<file path="src/rtl/cfg_shadow_pkg.sv">
// Package: shared addresses, field types and packing helpers for the
// shadowed configuration bank. Assumes an 8-bit register address space.
package cfg_shadow_pkg;

    localparam logic [7:0] ADDR_PORT  = 8'h00;
    localparam logic [7:0] ADDR_ID    = 8'h01;
    localparam logic [7:0] ADDR_GRADE = 8'h02;
    localparam logic [7:0] ADDR_INDEX = 8'h05;
    localparam logic [7:0] ADDR_POWER = 8'h08;
    localparam logic [7:0] ADDR_CLOCK = 8'h09;
    localparam logic [7:0] ADDR_XFER  = 8'hFF;

    typedef enum logic [1:0] {
        PWR_NORMAL    = 2'b00,
        PWR_FULL_DOWN = 2'b01,
        PWR_STANDBY   = 2'b10,
        PWR_DIG_RESET = 2'b11
    } pwr_mode_e;

    typedef struct packed {
        logic      pin_stby;
        pwr_mode_e mode;
    } local_cfg_t;

    localparam int LOCAL_W = $bits(local_cfg_t);
    localparam local_cfg_t LOCAL_DEFAULT = '{pin_stby: 1'b0, mode: PWR_NORMAL};

    // Place local fields at their register bit positions.
    function automatic logic [7:0] pack_local(input local_cfg_t c);
        return {2'b00, c.pin_stby, 3'b000, c.mode};
    endfunction

    // Extract local fields from a write byte; reserved bits are dropped.
    function automatic local_cfg_t unpack_local(input logic [7:0] d);
        local_cfg_t c;
        c.pin_stby = d[5];
        c.mode     = pwr_mode_e'(d[1:0]);
        return c;
    endfunction

    // Build the mirrored port configuration byte.
    function automatic logic [7:0] pack_port(input logic lsb, input logic srst);
        return {1'b0, lsb, srst, 1'b1, 1'b1, srst, lsb, 1'b0};
    endfunction

endpackage

</file>
<file path="src/rtl/cfg_shadow_reg.sv">
// Module: one master/slave register pair. The master takes writes; the
// slave copies the master on a transfer pulse. Reset or soft reset returns
// both to RST_VAL. Assumes the transfer and soft reset inputs are pulses.
module cfg_shadow_reg #(
    parameter int             W       = 1,
    parameter logic [W-1:0]   RST_VAL = '0
) (
    input  logic         clk,
    input  logic         rst_n,
    input  logic         srst_i,
    input  logic         we_i,
    input  logic [W-1:0] wd_i,
    input  logic         xfer_i,
    output logic [W-1:0] master_o,
    output logic [W-1:0] slave_o
);

    // Master capture and slave update on transfer.
    always_ff @(posedge clk) begin
        if (!rst_n || srst_i) begin
            master_o <= RST_VAL;
            slave_o  <= RST_VAL;
        end else begin
            if (we_i)
                master_o <= wd_i;
            if (xfer_i)
                slave_o <= master_o;
        end
    end

    // active copy holds without a transfer
    p_slave_hold_r8: assert property (@(posedge clk) disable iff (!rst_n)
        (!xfer_i && !srst_i) |=> $stable(slave_o));

    // transfer copies the prior master value
    p_slave_copy_r9: assert property (@(posedge clk) disable iff (!rst_n)
        (xfer_i && !srst_i) |=> (slave_o == $past(master_o)));

    // soft reset restores both copies
    p_pair_srst_r3: assert property (@(posedge clk) disable iff (!rst_n)
        srst_i |=> (master_o == RST_VAL && slave_o == RST_VAL));

endmodule

</file>
<file path="src/rtl/cfg_port_ctrl.sv">
// Module: registers that act immediately. It holds the bit-order flag, the
// soft reset pulse, the channel mask and the transfer pulse. Assumes at
// most one write strobe per cycle and NCH no larger than 8.
module cfg_port_ctrl
    import cfg_shadow_pkg::*;
#(
    parameter int NCH = 2
) (
    input  logic           clk,
    input  logic           rst_n,
    input  logic           wr_en,
    input  logic [7:0]     addr,
    input  logic [7:0]     wdata,
    output logic           lsb_first_o,
    output logic           soft_rst_o,
    output logic [NCH-1:0] idx_o,
    output logic           xfer_o
);

    logic wr_port, wr_index, wr_xfer, clr;

    // Decode the writes this module owns.
    always_comb begin
        wr_port  = wr_en && (addr == ADDR_PORT);
        wr_index = wr_en && (addr == ADDR_INDEX);
        wr_xfer  = wr_en && (addr == ADDR_XFER);
        clr      = !rst_n || soft_rst_o;
    end

    // Bit order and channel mask.
    always_ff @(posedge clk) begin
        if (clr) begin
            lsb_first_o <= 1'b0;
            idx_o       <= '1;
        end else if (wr_port) begin
            lsb_first_o <= wdata[6] | wdata[1];
        end else if (wr_index) begin
            idx_o <= wdata[NCH-1:0];
        end
    end

    // Soft reset pulse, self-clearing.
    always_ff @(posedge clk) begin
        if (!rst_n || soft_rst_o)
            soft_rst_o <= 1'b0;
        else if (wr_port)
            soft_rst_o <= wdata[5] | wdata[2];
    end

    // Transfer pulse, cleared after the copy edge.
    always_ff @(posedge clk) begin
        if (clr || xfer_o)
            xfer_o <= 1'b0;
        else if (wr_xfer)
            xfer_o <= wdata[0];
    end

    // soft reset lasts one cycle
    p_srst_pulse_r3: assert property (@(posedge clk) disable iff (!rst_n)
        soft_rst_o |=> !soft_rst_o);

    // soft reset restores mask and bit order
    p_srst_ctrl_r3: assert property (@(posedge clk) disable iff (!rst_n)
        soft_rst_o |=> (idx_o == '1 && !lsb_first_o && !xfer_o));

    // transfer bit clears after one cycle
    p_xfer_pulse_r9: assert property (@(posedge clk) disable iff (!rst_n)
        xfer_o |=> !xfer_o);

endmodule

</file>
<file path="src/rtl/cfg_read_mux.sv">
// Module: combinational read decode. It assembles the byte for the
// addressed register from the master copies and the control state.
// Unsupported addresses return zero.
module cfg_read_mux
    import cfg_shadow_pkg::*;
#(
    parameter int         NCH        = 2,
    parameter logic [7:0] CHIP_ID    = 8'h9C,
    parameter logic [2:0] GRADE_CODE = 3'b100
) (
    input  logic [7:0]           addr,
    input  logic                 lsb_first_i,
    input  logic                 soft_rst_i,
    input  logic [NCH-1:0]       idx_i,
    input  logic                 xfer_i,
    input  logic [NCH*LOCAL_W-1:0] local_master_i,
    input  logic                 dcs_master_i,
    output logic [7:0]           rd_word_o
);

    localparam int SEL_W = (NCH > 1) ? $clog2(NCH) : 1;

    logic [SEL_W-1:0] sel;
    local_cfg_t       shown;

    // Choose the lowest selected channel, else the last one.
    always_comb begin
        sel = SEL_W'(NCH - 1);
        for (int i = NCH - 1; i >= 0; i--)
            if (idx_i[i])
                sel = SEL_W'(i);
        shown = local_cfg_t'(local_master_i[sel*LOCAL_W +: LOCAL_W]);
    end

    // Address decode into the read byte.
    always_comb begin
        case (addr)
            ADDR_PORT:  rd_word_o = pack_port(lsb_first_i, soft_rst_i);
            ADDR_ID:    rd_word_o = CHIP_ID;
            ADDR_GRADE: rd_word_o = {1'b0, GRADE_CODE, 4'b0000};
            ADDR_INDEX: rd_word_o = 8'(idx_i);
            ADDR_POWER: rd_word_o = pack_local(shown);
            ADDR_CLOCK: rd_word_o = {7'b0, dcs_master_i};
            ADDR_XFER:  rd_word_o = {7'b0, xfer_i};
            default:    rd_word_o = 8'h00;
        endcase
    end

endmodule

</file>
<file path="src/rtl/cfg_shadow_bank.sv">
// Module: top of the shadowed configuration bank. It takes decoded
// register strobes and holds global and per-channel local registers as
// master/slave pairs. It drives the active controls. Assumes wr_en and
// rd_en are never high in the same cycle.
module cfg_shadow_bank
    import cfg_shadow_pkg::*;
#(
    parameter int         NCH        = 2,
    parameter logic [7:0] CHIP_ID    = 8'h9C,
    parameter logic [2:0] GRADE_CODE = 3'b100
) (
    input  logic             clk,
    input  logic             rst_n,
    input  logic             wr_en,
    input  logic             rd_en,
    input  logic [7:0]       addr,
    input  logic [7:0]       wdata,
    output logic [7:0]       rdata_o,
    output logic [2*NCH-1:0] pwr_mode_o,
    output logic [NCH-1:0]   pin_stby_o,
    output logic             dcs_en_o,
    output logic             lsb_first_o,
    output logic             soft_rst_o
);

    logic [NCH-1:0]         idx;
    logic                   xfer;
    logic [NCH*LOCAL_W-1:0] local_master;
    logic                   dcs_master;
    logic [7:0]             rd_word;
    local_cfg_t             local_wd;

    // Extract local fields from the write byte.
    always_comb local_wd = unpack_local(wdata);

    cfg_port_ctrl #(.NCH(NCH)) u_ctrl (
        .clk         (clk),
        .rst_n       (rst_n),
        .wr_en       (wr_en),
        .addr        (addr),
        .wdata       (wdata),
        .lsb_first_o (lsb_first_o),
        .soft_rst_o  (soft_rst_o),
        .idx_o       (idx),
        .xfer_o      (xfer)
    );

    for (genvar ch = 0; ch < NCH; ch++) begin : g_chan
        logic [LOCAL_W-1:0] slave_bits;
        local_cfg_t         slave_cfg;

        cfg_shadow_reg #(.W(LOCAL_W), .RST_VAL(LOCAL_DEFAULT)) u_local (
            .clk      (clk),
            .rst_n    (rst_n),
            .srst_i   (soft_rst_o),
            .we_i     (wr_en && (addr == ADDR_POWER) && idx[ch]),
            .wd_i     (local_wd),
            .xfer_i   (xfer),
            .master_o (local_master[ch*LOCAL_W +: LOCAL_W]),
            .slave_o  (slave_bits)
        );

        // Unpack the active copy onto the channel outputs.
        always_comb begin
            slave_cfg                = local_cfg_t'(slave_bits);
            pwr_mode_o[2*ch +: 2]    = slave_cfg.mode;
            pin_stby_o[ch]           = slave_cfg.pin_stby;
        end
    end

    cfg_shadow_reg #(.W(1), .RST_VAL(1'b1)) u_clock (
        .clk      (clk),
        .rst_n    (rst_n),
        .srst_i   (soft_rst_o),
        .we_i     (wr_en && (addr == ADDR_CLOCK)),
        .wd_i     (wdata[0]),
        .xfer_i   (xfer),
        .master_o (dcs_master),
        .slave_o  (dcs_en_o)
    );

    cfg_read_mux #(.NCH(NCH), .CHIP_ID(CHIP_ID), .GRADE_CODE(GRADE_CODE)) u_rmux (
        .addr           (addr),
        .lsb_first_i    (lsb_first_o),
        .soft_rst_i     (soft_rst_o),
        .idx_i          (idx),
        .xfer_i         (xfer),
        .local_master_i (local_master),
        .dcs_master_i   (dcs_master),
        .rd_word_o      (rd_word)
    );

    // Registered read data.
    always_ff @(posedge clk) begin
        if (!rst_n)
            rdata_o <= 8'h00;
        else if (rd_en)
            rdata_o <= rd_word;
    end

    // identity read is constant
    p_id_const_r4: assert property (@(posedge clk) disable iff (!rst_n)
        (rd_en && addr == ADDR_ID) |=> (rdata_o == CHIP_ID));

    // grade read carries only the code
    p_grade_const_r5: assert property (@(posedge clk) disable iff (!rst_n)
        (rd_en && addr == ADDR_GRADE) |=> (rdata_o[6:4] == GRADE_CODE && rdata_o[7] == 1'b0 && rdata_o[3:0] == 4'h0));

    // unsupported addresses read zero
    p_unsup_zero_r12: assert property (@(posedge clk) disable iff (!rst_n)
        (rd_en && addr != ADDR_PORT && addr != ADDR_ID && addr != ADDR_GRADE &&
         addr != ADDR_INDEX && addr != ADDR_POWER && addr != ADDR_CLOCK && addr != ADDR_XFER)
        |=> (rdata_o == 8'h00));

endmodule

</file>
<file path="config.mk">
export PLATFORM = sky130hd
export DESIGN_NAME = cfg_shadow_bank
export DESIGN_NICKNAME = d
export VERILOG_FILES = /design/src/rtl/cfg_shadow_pkg.sv /design/src/rtl/cfg_shadow_reg.sv /design/src/rtl/cfg_port_ctrl.sv /design/src/rtl/cfg_read_mux.sv /design/src/rtl/cfg_shadow_bank.sv
export SDC_FILE = /design/constraint.sdc
export NUM_CORES = 1
export LEC_CHECK = 0
export ABC_CLOCK_PERIOD_IN_PS = 2500
export BUFFER_PORTS_ARGS = -buffer_cell sky130_fd_sc_hd__buf_2
export CORE_ASPECT_RATIO = 1.5
export CORE_MARGIN = 1
export CORE_UTILIZATION = 50
export DETAILED_ROUTE_END_ITERATION = 7
export PLACE_DENSITY = 0.77
export SETUP_SLACK_MARGIN = 0.4
export SLEW_MARGIN = 5
export SYNTH_ARGS = -nofsm -noshare
export SYNTH_HDL_FRONTEND = slang
export SYNTH_HIERARCHICAL = 1
export SYNTH_SLANG_ARGS = --single-unit
</file>
<file path="constraint.sdc">
create_clock -name clk -period 2.5 [get_ports clk]
set_input_delay 0.5 -clock clk [delete_from_list [all_inputs] [get_ports clk]]
set_output_delay 0.5 -clock clk [all_outputs]
set_load 0.02 [all_outputs]
</file>
### Word-level counts from Yosys, hierarchy flattened

Index checks and enable logic that the tools add are counted.

* register bits: 27
* bits in latches: 0
* bits in writable memories: 0
* memory bits (read-only): 0
* output and inout port bits: 17
* logic and storage cells: 36
* memories: 0

* $add $sub $neg: 0
* multipliers: 1
* div/mod/pow operators: 0
* order comparisons: 0
* equality and inequality tests: 6
* shifts and indexed selects: 1
* multiplexer cells: 2
* bitwise operators: 3
* reductions and logical operators: 12

Operator list (count)
* $pmux W8 S7: 1
* $eq A8 B4 Y1 const B: 2
* $eq A8 B1 Y1 const B: 1
* $eq A8 B2 Y1 const B: 1
* $eq A8 B3 Y1 const B: 1
* $eq A8 B8 Y1 const B: 1
* $logic_not A8 Y1: 1
* $logic_and A1 B1 Y1: 7
* $shiftx A6 B4 Y3: 1
* $mul A1 B2 Y3 const B: 1
* $logic_or A1 B1 Y1: 2
* $or A1 B1 Y1: 2
* $reduce_and A2 Y1: 1
* $logic_not A1 Y1: 1
* $mux W1: 1
* $not A1 Y1: 1

### Logic depth before layout (Yosys ltp)

Gate-level depths: netlist of run 1.

* depth after elaboration: 4
* mapped depth: 6
* mapped depth without buffers: 6

### Modules after synthesis

The synthesis of run 1 kept the hierarchy.

Modules (own cells, without submodules)
* cfg_shadow_reg at g_chan[0].u_local ...: instances 2, cells each 19, area an instance 209.0 um^2, seq. area each 120.1 um^2
* cfg_shadow_bank: instances 1, cells each 33, area an instance 346.6 um^2, seq. area each 160.2 um^2
* cfg_port_ctrl: instances 1, cells each 27, area an instance 255.2 um^2, seq. area each 100.1 um^2
* cfg_read_mux: instances 1, cells each 28, area an instance 202.7 um^2, seq. area each 0.0 um^2
* cfg_shadow_reg at u_clock: instances 1, cells each 7, area an instance 73.8 um^2, seq. area each 40.0 um^2

### Least setup slack after synthesis of run 1

No wires, ideal clock.

* kind: input port to flip-flop
* start point: input addr[1]
* end point: register g_chan[0].u_local.master_o[0]
* library setup time: 0.120 ns
* arrival time: 1.805 ns
* required time: 2.380 ns
* path slack: 0.575 ns
* cell stages on the path: 4
* cell sequence: or4_4 > nor4_1 > mux2i_1 > nor2_1

* cells in the longest elaborated chain, start to end: 3

Ends and longest elaborated chain
* from (decl): RTL line cfg_shadow_bank.sv:16 `input logic [7:0] addr,`
* $eq A8 B4 Y1: RTL line cfg_shadow_bank.sv:56 `.we_i (wr_en && (addr == ADDR_POWER) && idx[ch]),`
* $logic_and A1 B1 Y1 (2 in series): RTL line cfg_shadow_bank.sv:56
* to (signal assigned): RTL line cfg_shadow_reg.sv:25 `master_o <= wd_i;`
* to (decl): RTL line cfg_shadow_reg.sv:14 `output logic [W-1:0] master_o,`

Every way passes these cells.
A chain may end at the register's enable or synchronous reset.

### Final worst setup path of run 1

* start point: input addr[5]
* end point: register rdata_o[0]

* cells in the longest elaborated chain, start to end: 2
* elaborated cells on any way between the ends: 8
* classes of those cells: eq/ne: 6; mux: 1; reduce/logical: 1

Ends and longest elaborated chain
* $eq A8 B8 Y1 (tied with other cells): RTL line cfg_read_mux.sv:37 `case (addr)`
* $pmux W8 S7 (*): RTL line cfg_read_mux.sv:37
* net rd_word[0]: RTL line cfg_shadow_bank.sv:30 `logic [7:0] rd_word;`
* to (signal assigned): RTL line cfg_shadow_bank.sv:98 `rdata_o <= rd_word;`
* to (decl): RTL line cfg_shadow_bank.sv:18 `output logic [7:0] rdata_o,`

The timed path passes the listed nets; every way through them passes the cells marked *.

==> results of run 1 <==
[state kept, by name, summed over array words and instances, names as in the netlist]
name	count
g_chan.u_local/master_o	6
g_chan.u_local/slave_o	6
rdata_o	8
u_clock/master_o	1
u_clock/slave_o	1
u_ctrl/idx_o	2
u_ctrl/lsb_first_o	1
u_ctrl/soft_rst_o	1
u_ctrl/xfer_o	1
[layout make-up]
type / instances / share of cell area [%]
multi-input cells: 98 / 47.5
flip-flops and latches: 27 / 35.6
repair buffers: 35 / 11.9
well taps: 24 / 1.98
clock buffers: 3 / 1.48
inverters: 5 / 1.24
clock inverters: 1 / 0.330
[per-stage QoR]
stage	hold slack, ps	setup slack, ps
floorplan	463	575
global placement	453	471
detailed placement	461	430
CTS	440	769
global route	459	752
finish	450	762
[synthesized netlist by cell type, drive strengths merged]
cell,instances
and2,1
o211ai,1
clkbuf,1
a311oi,1
nor2,20
nand4bb,1
nand2,4
o21a,1
a21oi,2
a31oi,1
nand4,3
inv,5
a41o,1
nor4b,1
or2,1
o21ai,2
dfxtp,27
nand3b,1
nand4b,2
nor2b,9
buf,2
nor3,5
nor4,4
a31o,1
o32ai,1
nand3,4
mux2i,26
nand2b,3
or4,2
[worst max-delay path: stages]
cell	delay (ps)
buf_2	130
or4_4	540
or2_4	280
o32ai_2	210
a31o_1	180
mux2i_1	70
nor2b_1	100
[logic make-up after synthesis]
logic type      after synthesis
simple gates                 61
flops                        27
compound gates               11
buf+inv                       8
mux                          26
[power breakdown]
part / switching [uW] / internal [uW] / total, uW
clock network: 127 / 59.8 / 187
logic: 40.4 / 24.4 / 64.8
registers: 0.401 / 431 / 431
[placed cells by master (no fill, tap or decap), types with 2 or more instances in the layout]
cell       n
nand4b_1   2
nor4_1     4
nand3_1    4
nor2b_1    9
nand4_1    2
nand2b_1   3
nor3_1     3
buf_2     33
a21oi_1    2
nor2_1    20
or4_4      2
dfxtp_1   27
inv_1      5
mux2i_1   26
buf_4      2
clkbuf_4   3
nand2_1    4
o21ai_0    2
[metal layers]
layer	GRT usage [%]	wire [um]	part of all wire, %	vias up
li1	-	-	-	548
met1	25.7	1210	43	518
met2	36.9	1470	53	33
met3	1.69	83	3.0	4
met4	7.42	38	1.4	0
met5	0	0	0	-
[worst min-delay path by stage]
stage                                     to        startpoint  slack [ps]
2_1_floorplan               u_clock/master_o  u_clock/master_o         460
3_3_place_gp                 u_clock/slave_o   u_clock/slave_o         450
3_5_place_dp                 u_clock/slave_o   u_clock/slave_o         460
4_1_cts        g_chan[0].u_local/master_o[2]          wdata[5]         440
5_1_grt                        u_ctrl/xfer_o             wr_en         460
6_report       g_chan[0].u_local/master_o[2]          wdata[5]         450
==> flow_summary.json, run 1 <==
{
  "status": "finished, violations left",
  "violations": "design-rule violations",
  "peakVddDrop_uv": 357,
  "setup_viol": 0,
  "drt_iter0_drc": 30,
  "die_y_um": 64.4,
  "gp_congestion": 0.780,
  "clock_sinks": 27,
  "post_cts_buffers": 0,
  "drive_gt1_share_pct": 28.4,
  "slew_headroom_pct": 66.6,
  "grt_max_degree": 16,
  "numCtsBuffers": 3,
  "hpwl_mm": 2.17,
  "required_ps": 2770,
  "regArea_um2": 541,
  "final_core_util_pct": 62.0,
  "yosys.area.top_type": "dfxtp_1",
  "skew_ps": 4.89,
  "antenna_cells": 0,
  "seq_area_frac_synth_pct": 41.7,
  "synth_top_area_share_pct": 41.7,
  "yosysWarningCount": 6,
  "cts_root_buf": "clkbuf_4",
  "critPathMaxFanout": 5,
  "antenna_found_initial": 0,
  "period_share_pct": 69.5,
  "total_power_uw": 683,
  "synth_area_leaders": "dfxtp_1 42%, mux2i_1 20%, nor2_1 5.8%",
  "max-clock-path-buffers": 2,
  "criticalPathCategory": "in2reg",
  "synthXorXnorAreaFrac_pct": 0,
  "syn_avg_cell_area_um2": 9.75,
  "clkTransAtPathRegs_ps": 150,
  "vias": 1103,
  "synth-simple-area-share_pct": 28.9,
  "drc": 6,
  "syn_nets": 153,
  "grt_pass1_wl_mm": 4.49,
  "dieArea_um2": 2800,
  "die_w_um": 43.6,
  "cts_tree": "done",
  "maxSlewViolCount": 0,
  "p_per_area_nw_per_um2": 450,
  "cp.arrival_ps": 2010,
  "grt_pass1_vias": 1001,
  "fmax_mhz": 575,
  "cts_max_level": 1,
  "endpoint": "rdata_o[0]",
  "dr.pass1.iters": 6,
  "synth_area_um2": 1300,
  "synth_adder_area_share_pct": 0,
  "nFillCells": 240,
  "rows": 22,
  "io-pin-count": 37,
  "areaGrowthSynthToFinish_pct": 17.1,
  "min-delay-path-class": "in2reg",
  "insertion_delay_ps": 320,
  "rsz0062_at_grt": "false",
  "fin_tns_setup_ps": 0,
  "initial_core_util_pct": 52.9,
  "fin_nets": 190,
  "drt_wl_total_mm": 2.80,
  "cp-startpoint": "addr[5]",
  "start_kind": "input pin",
  "muxShareOfSynthArea_pct": 20.1,
  "end_kind": "register",
  "multiInputGateArea_um2": 721,
  "placed_area_um2": 1490,
  "hold_depth": 3,
  "port_buffers": 33,
  "routedWlPerCell_um": 14.5,
  "synth_cell_type_count": 33,
  "dp_cells": 189,
  "grt_overflow": 0,
  "synth-seq-cells": 27,
  "synth_compound_area_share_pct": 6.66,
  "p_leak_uw": 0.000673,
  "fin_area_um2": 1520,
  "cts_hold_buffers": 0,
  "synthCells": 133,
  "synth_top_family_by_area": "simple AND/OR/NAND/NOR gates",
  "r2r_start": "u_ctrl/xfer_o",
  "cts_resized": 0,
  "vias_per_cell": 5.72,
  "min_period_ps": 1740,
  "stdcell_count": 193,
  "core_area_um2": 2450,
  "drv_cap": 0,
  "drtAntennaViolNets": 0,
  "finalHoldViolCount": 0,
  "r2r_slack_ps": 1160,
  "track_usage_pct": 21.0,
  "timing.rr.end": "rdata_o[0]",
  "worst_pin_slew_ps": 500,
  "ff2ff_path_depth": 5
}
(Power assumes the default switching activity.)
==> run 2: changes to the inputs <==
--- a/config.mk
+++ b/config.mk
@@ -5,13 +5,13 @@
 export SDC_FILE = /design/constraint.sdc
 export NUM_CORES = 1
 export LEC_CHECK = 0
-export ABC_CLOCK_PERIOD_IN_PS = 2500
+export ABC_CLOCK_PERIOD_IN_PS = 1500
 export BUFFER_PORTS_ARGS = -buffer_cell sky130_fd_sc_hd__buf_2
 export CORE_ASPECT_RATIO = 1.5
 export CORE_MARGIN = 1
-export CORE_UTILIZATION = 50
+export CORE_UTILIZATION = 46
 export DETAILED_ROUTE_END_ITERATION = 7
-export PLACE_DENSITY = 0.77
+export PLACE_DENSITY = 0.75
 export SETUP_SLACK_MARGIN = 0.4
 export SLEW_MARGIN = 5
 export SYNTH_ARGS = -nofsm -noshare
==> constraint.sdc (replaced) <==
create_clock -name clk -period 1.5 [get_ports clk]
set_input_delay 0.3 -clock clk [delete_from_list [all_inputs] [get_ports clk]]
set_output_delay 0.3 -clock clk [all_outputs]
set_load 0.02 [all_outputs]
==> run 2 against run 1 <==
The flow finishes with violations (negative setup slack). Register-to-register slack got worse by 1000 ps. Clock power increased by 120%. Die area up 8.3%. Largest cell class unchanged. Worst setup slack got worse by 820 ps. Flip-flop and latch count unchanged. Worst hold slack got worse by 150 ps. Via count grew 11%. Critical path type unchanged. Combinational power increased to 2.5 times the previous value. First-iteration DRC count grew 50%. Final area is 23% higher. Non-clock buffer count up 19.
==> flow_summary.json, run 2 (synthesized netlist as in run 1, its figures left out) <==
{
  "met2WireLength_mm": 1.97,
  "cts_max_level": 1,
  "insertion_delay_ps": 280,
  "top_regs": "rdata_o: 8 flops, g_chan.u_local/master_o: 6 flops, g_chan.u_local/slave_o: 6 flops",
  "violations": "negative setup slack",
  "largest_reg_flops": 8,
  "drive_gt1_share_pct": 42.6,
  "criticalPathCategory": "in2reg",
  "dieArea_um2": 3040,
  "fin_area_um2": 1860,
  "period_share_pct": 104,
  "maxSlewViolCount": 0,
  "peakVddDrop_uv": 588,
  "numCtsBuffers": 3,
  "areaGrowthSynthToFinish_pct": 43.8,
  "nFillCells": 219,
  "slew_headroom_pct": 67.2,
  "p_leak_uw": 0.000796,
  "grt_overflow": 0,
  "routedWlPerCell_um": 15.9,
  "mostFrequentLayoutCells": "30 x buf_4, 26 x mux2i_1, 22 x dfxtp_1",
  "drv_cap": 0,
  "required_ps": 1720,
  "track_usage_pct": 24.8,
  "grt_pass1_vias": 1197,
  "crit_slowest_cell": "or4_4",
  "setup_viol": 2,
  "fin_nets": 209,
  "p_per_area_nw_per_um2": 697,
  "die_y_um": 67.0,
  "start_kind": "input pin",
  "max-clock-path-buffers": 2,
  "skew_ps": 5.13,
  "dr.pass1.iters": 4,
  "vias": 1227,
  "rows": 23,
  "antenna_cells": 0,
  "fin_tns_setup_ps": -98.1,
  "layout_commonest_cell": "buf_4",
  "worst_pin_slew_ps": 486,
  "drt-met1-wl_mm": 1.29,
  "fin_ws_ps": -59.5,
  "min_period_ps": 1560,
  "regMostFlops": "rdata_o",
  "antenna_found_initial": 0,
  "ff2ff_path_depth": 6,
  "drtAntennaViolNets": 0,
  "rsz0062_at_grt": "true",
  "grt_pass1_wl_mm": 5.35,
  "status": "finished, violations left",
  "cts_root_buf": "clkbuf_8",
  "cp.arrival_ps": 1780,
  "port_buffers": 33,
  "drt_iter0_drc": 45,
  "hpwl_mm": 2.43,
  "clock_sinks": 27,
  "core_area_um2": 2680,
  "grt_max_degree": 15,
  "die_w_um": 45.3,
  "initial_core_util_pct": 48.4,
  "cts_tree": "done",
  "holdWs_ps": 296,
  "end_kind": "register",
  "hold_depth": 3,
  "min-delay-path-class": "in2reg",
  "stdcell_count": 225,
  "cts_hold_buffers": 0,
  "routed.top_layer": "met4",
  "fmax_mhz": 641,
  "critPathMaxStageDelay_ps": 530,
  "drt_wl_total_mm": 3.57,
  "drc": 0,
  "finalHoldViolCount": 0,
  "clkTransAtPathRegs_ps": 90,
  "placed_area_um2": 1650,
  "io-pin-count": 37,
  "wl_met3_um": 126,
  "critPathMaxFanout": 5,
  "gp_congestion": 0.804,
  "vias_per_cell": 5.45,
  "worstPathCellList": "buf_6, or4_4, or2_4, o32ai_2, a31o_1, mux2i_1, nor2b_1",
  "dp_cells": 216
}
==> run 2: changes by cell type in the layout (fill, tap and decap cells not counted), moves of 2 or more <==
cell      delta
buf_2       -18
buf_4       +28
buf_6        +8
clkbuf_4     -3
clkbuf_8     +3
dfxtp_1      -5
dfxtp_2      +4
nor3_1       -2
nor4_1       -3
nor4_4       +3
==> run 2: layout make-up <==
class                           count  area, um2  share of cell area [%]
Inverter                            5       18.8                    1.01
Multi-Input combinational cell     98        800                    42.9
Clock buffer                        4       45.0                    2.42
Timing Repair Buffer               54        405                    21.7
Tap cell                           37       46.3                    2.48
Sequential cell                    27        549                    29.5
==> run 2: power breakdown <==
group | total (uW) | switching, uW | leakage (uW) | internal [uW]
Clock | 420 | 229 | 0.0000228 | 191
Sequential | 716 | 0.603 | 0.000219 | 715
Combinational | 164 | 88.7 | 0.000554 | 75.5
==> run 2: layer usage <==
layer / vias up / GRT usage, %
li1: 587 / -
met1: 578 / 26.2
met2: 45 / 44.6
met3: 17 / 2.98
met4: 0 / 15.2
met5: - / 0
==> run 2: through the flow <==
| stage | power, uW | setup slack (ps) | util, % |
|---|---|---|---|
| final | 1300 | -59.5 | 69.7 |
| after CTS | 1290 | -37.4 | 66.7 |
| after detailed placement | 872 | -357 | 61.5 |
| after floorplan | 787 | -145 | - |
| after global routing | 1350 | -105 | 69.7 |
| after global placement | 866 | -290 | 61.5 |
==> run 2: worst max-delay path: cells and delay by family <==
family                 cells  cell delay [ps]
AND/OR/NAND/NOR            3              910
AO/OA/AOI/OAI              2              400
buffers and inverters      1               90
multiplexers               1               70
==> run 2: repair_timing <==
| action | CTS | global route |
|---|---|---|
| pin swaps | 3 | 7 |
| setup endpoints to repair | 21 | 33 |
| resized for setup | 16 | 23 |
| buffers inserted | 4 | 1 |
==> run 2: worst paths after layout <==
path | from | to | slack, ps
worst min-delay path | wdata[5] | g_chan[0].u_local/master_o[2] | 300
worst max register to register | u_ctrl/idx_o[0] | rdata_o[5] | 130
worst max-delay path | addr[5] | rdata_o[0] | -60
worst min register to register | u_ctrl/lsb_first_o | u_ctrl/lsb_first_o | 490
==> run 3: changes to the inputs <==
--- a/config.mk
+++ b/config.mk
@@ -8,11 +8,11 @@
 export ABC_CLOCK_PERIOD_IN_PS = 1500
 export BUFFER_PORTS_ARGS = -buffer_cell sky130_fd_sc_hd__buf_2
 export CORE_ASPECT_RATIO = 1.5
-export CORE_MARGIN = 1
 export CORE_UTILIZATION = 46
 export DETAILED_ROUTE_END_ITERATION = 7
 export PLACE_DENSITY = 0.75
 export SETUP_SLACK_MARGIN = 0.4
+export SKIP_LAST_GASP = 1
 export SLEW_MARGIN = 5
 export SYNTH_ARGS = -nofsm -noshare
 export SYNTH_HDL_FRONTEND = slang
==> constraint.sdc (replaced) <==
create_clock -name clk -period 1.5 [get_ports clk]
set_input_delay 0.3 -clock clk [delete_from_list [all_inputs] [get_ports clk]]
set_output_delay 0.3 -clock clk [all_outputs]
set_load 0.05 [all_outputs]
==> run 3 against run 2 <==
The run still ends with negative setup slack left. Flip-flop and latch count did not move. Critical path depth did not move. Worst setup slack got worse by 36 ps. Global-route usage rose by 0.25 points. Sequential power barely moved. Sequential share of layout area fell by 1.4 points. Wire length rose by 5.2%. Clock skew rose by 1.3 ps. Register-to-register slack improved by 40 ps. Non-clock buffer count rose by 4. Critical endpoint unchanged.
==> flow_summary.json, run 3 (synthesized netlist as in run 1, its figures left out) <==
{
  "status": "finished, violations left",
  "violations": "negative setup slack",
  "io-pin-count": 37,
  "min_period_ps": 1600,
  "crit_family": "simple AND/OR/NAND/NOR gates",
  "critPathMaxFanout": 4,
  "p_per_area_nw_per_um2": 657,
  "drtAntennaViolNets": 0,
  "largest_reg_flops": 8,
  "grt_pass1_wl_mm": 5.49,
  "nFillCells": 177,
  "numCtsBuffers": 3,
  "die_w_um": 45.3,
  "holdWs_ps": 296,
  "cts_root_buf": "clkbuf_8",
  "drc": 0,
  "clock_sinks": 27,
  "pwr-share-clk_pct": 32.2,
  "stdcell_count": 229,
  "drt_iter0_drc": 44,
  "cts_tree": "done",
  "internal_power_uw": 985,
  "core_area_um2": 2680,
  "p_seq_share_pct": 54.7,
  "clkTransAtPathRegs_ps": 100,
  "worst_pin_slew_ps": 415,
  "swShare_pct": 24.9,
  "antenna_cells": 0,
  "routedWlPerCell_um": 16.4,
  "antenna_found_initial": 0,
  "areaGrowthSynthToFinish_pct": 53.9,
  "regMostFlops": "rdata_o",
  "criticalPathCategory": "in2reg",
  "end_kind": "register",
  "hpwl_mm": 2.43,
  "dieArea_um2": 3040,
  "layout_commonest_cell": "mux2i_1",
  "start_kind": "input pin",
  "fin_tns_setup_ps": -207,
  "fin_nets": 213,
  "crit_slowest_cell": "or4_4",
  "crit_buf_inv": 1,
  "grt_pass1_vias": 1280,
  "cts_hold_buffers": 0,
  "slew_headroom_pct": 72.1,
  "fmax_mhz": 627,
  "maxSlewViolCount": 0,
  "drv_cap": 0,
  "skew_ps": 6.39,
  "grt_max_degree": 17,
  "track_usage_pct": 25.1,
  "p_comb_share_pct": 13.1,
  "final_core_util_pct": 74.5,
  "insertion_delay_ps": 270,
  "regArea_um2": 561,
  "vias_per_cell": 5.54,
  "max-clock-path-buffers": 2,
  "drive_gt1_share_pct": 49.0,
  "die_y_um": 67.0,
  "vias": 1268,
  "port_buffers": 33,
  "grt_overflow": 0,
  "cts_max_level": 1,
  "dr.pass1.iters": 4,
  "multiInputGateArea_um2": 795,
  "critPathMaxStageDelay_ps": 530,
  "mostFrequentLayoutCells": "26 x mux2i_1, 20 x buf_4, 19 x nor2_1",
  "rows": 23,
  "cp.arrival_ps": 1800,
  "setup_viol": 4,
  "min-delay-path-class": "in2reg",
  "p_sw_uw": 326,
  "finalHoldViolCount": 0,
  "required_ps": 1710,
  "p_leak_uw": 0.000832,
  "fin_ws_ps": -95.8,
  "dp_cells": 216,
  "peakVddDrop_uv": 524,
  "rsz0062_at_grt": "true",
  "initial_core_util_pct": 48.4,
  "period_share_pct": 106,
  "gp_congestion": 0.810,
  "top_regs": "rdata_o: 8 flops, g_chan.u_local/master_o: 6 flops, g_chan.u_local/slave_o: 6 flops",
  "drt_wl_total_mm": 3.75,
  "worstPathCellList": "buf_6, or4_4, or2_4, o32ai_2, a31o_1, mux2i_1, nor2b_1"
}
==> run 3: path summary, 6_finish.rpt <==
kind / start / endpoint / slack, ps / cells after the start
setup / recovery: addr[5] / rdata_o[0] / -100 / 7
hold / removal: wdata[5] / g_chan[0].u_local/master_o[2] / 300 / 3
setup reg to reg: u_ctrl/idx_o[0] / rdata_o[0] / 170 / 6
hold reg to reg: u_ctrl/lsb_first_o / u_ctrl/lsb_first_o / 490 / 2
==> run 3: worst reg2reg max path: stages, from the launching register on <==
cell and delay [ps]:
dfxtp_1 350, buf_4 160, a31oi_1 210, a311oi_2 70
a31o_1 190, mux2i_1 170, nor2b_1 70
==> run 3: area by class of cell <==
cell class | instances | area share, %
Tap cell | 37 | 2.32
Timing Repair Buffer | 58 | 26.3
Multi-Input combinational cell | 98 | 39.8
Clock buffer | 3 | 2.07
Inverter | 5 | 0.941
Sequential cell | 27 | 28.1
Clock inverter | 1 | 0.376
==> run 3: through the flow <==
step / worst slack, ps / power [uW] / area (um2)
floorplan: -160 / 788 / 1330
global placement: -288 / 868 / 1650
detailed placement: -352 / 872 / 1650
CTS: -35.2 / 1300 / 1890
global route: -148 / 1370 / 1990
finish: -95.8 / 1310 / 1990
==> run 3: timing repair <==
action	4_1_cts	5_1_grt
setup endpoints to repair	36	32
gates resized for setup	55	17
setup buffers	4	5
hold endpoints to repair	0	0
pin swaps	5	7
==> run 3: power groups by stage <==
stage / Sequential, uW / Clock, uW / Combinational (uW)
2_1_floorplan: 736 / 0 / 52.1
3_3_place_gp: 734 / 0 / 134
3_5_place_dp: 734 / 0 / 138
4_1_cts: 717 / 433 / 149
5_1_grt: 718 / 467 / 181
6_report: 717 / 422 / 172
==> run 3: routing by layer <==
layer  vias up  global-route usage [%]  wire length, um
met5         -                       0                0
met4         0                    14.4              127
met1       614                    24.3             1390
li1        595                       -                -
met2        45                    47.3             2110
met3        14                    3.79              126
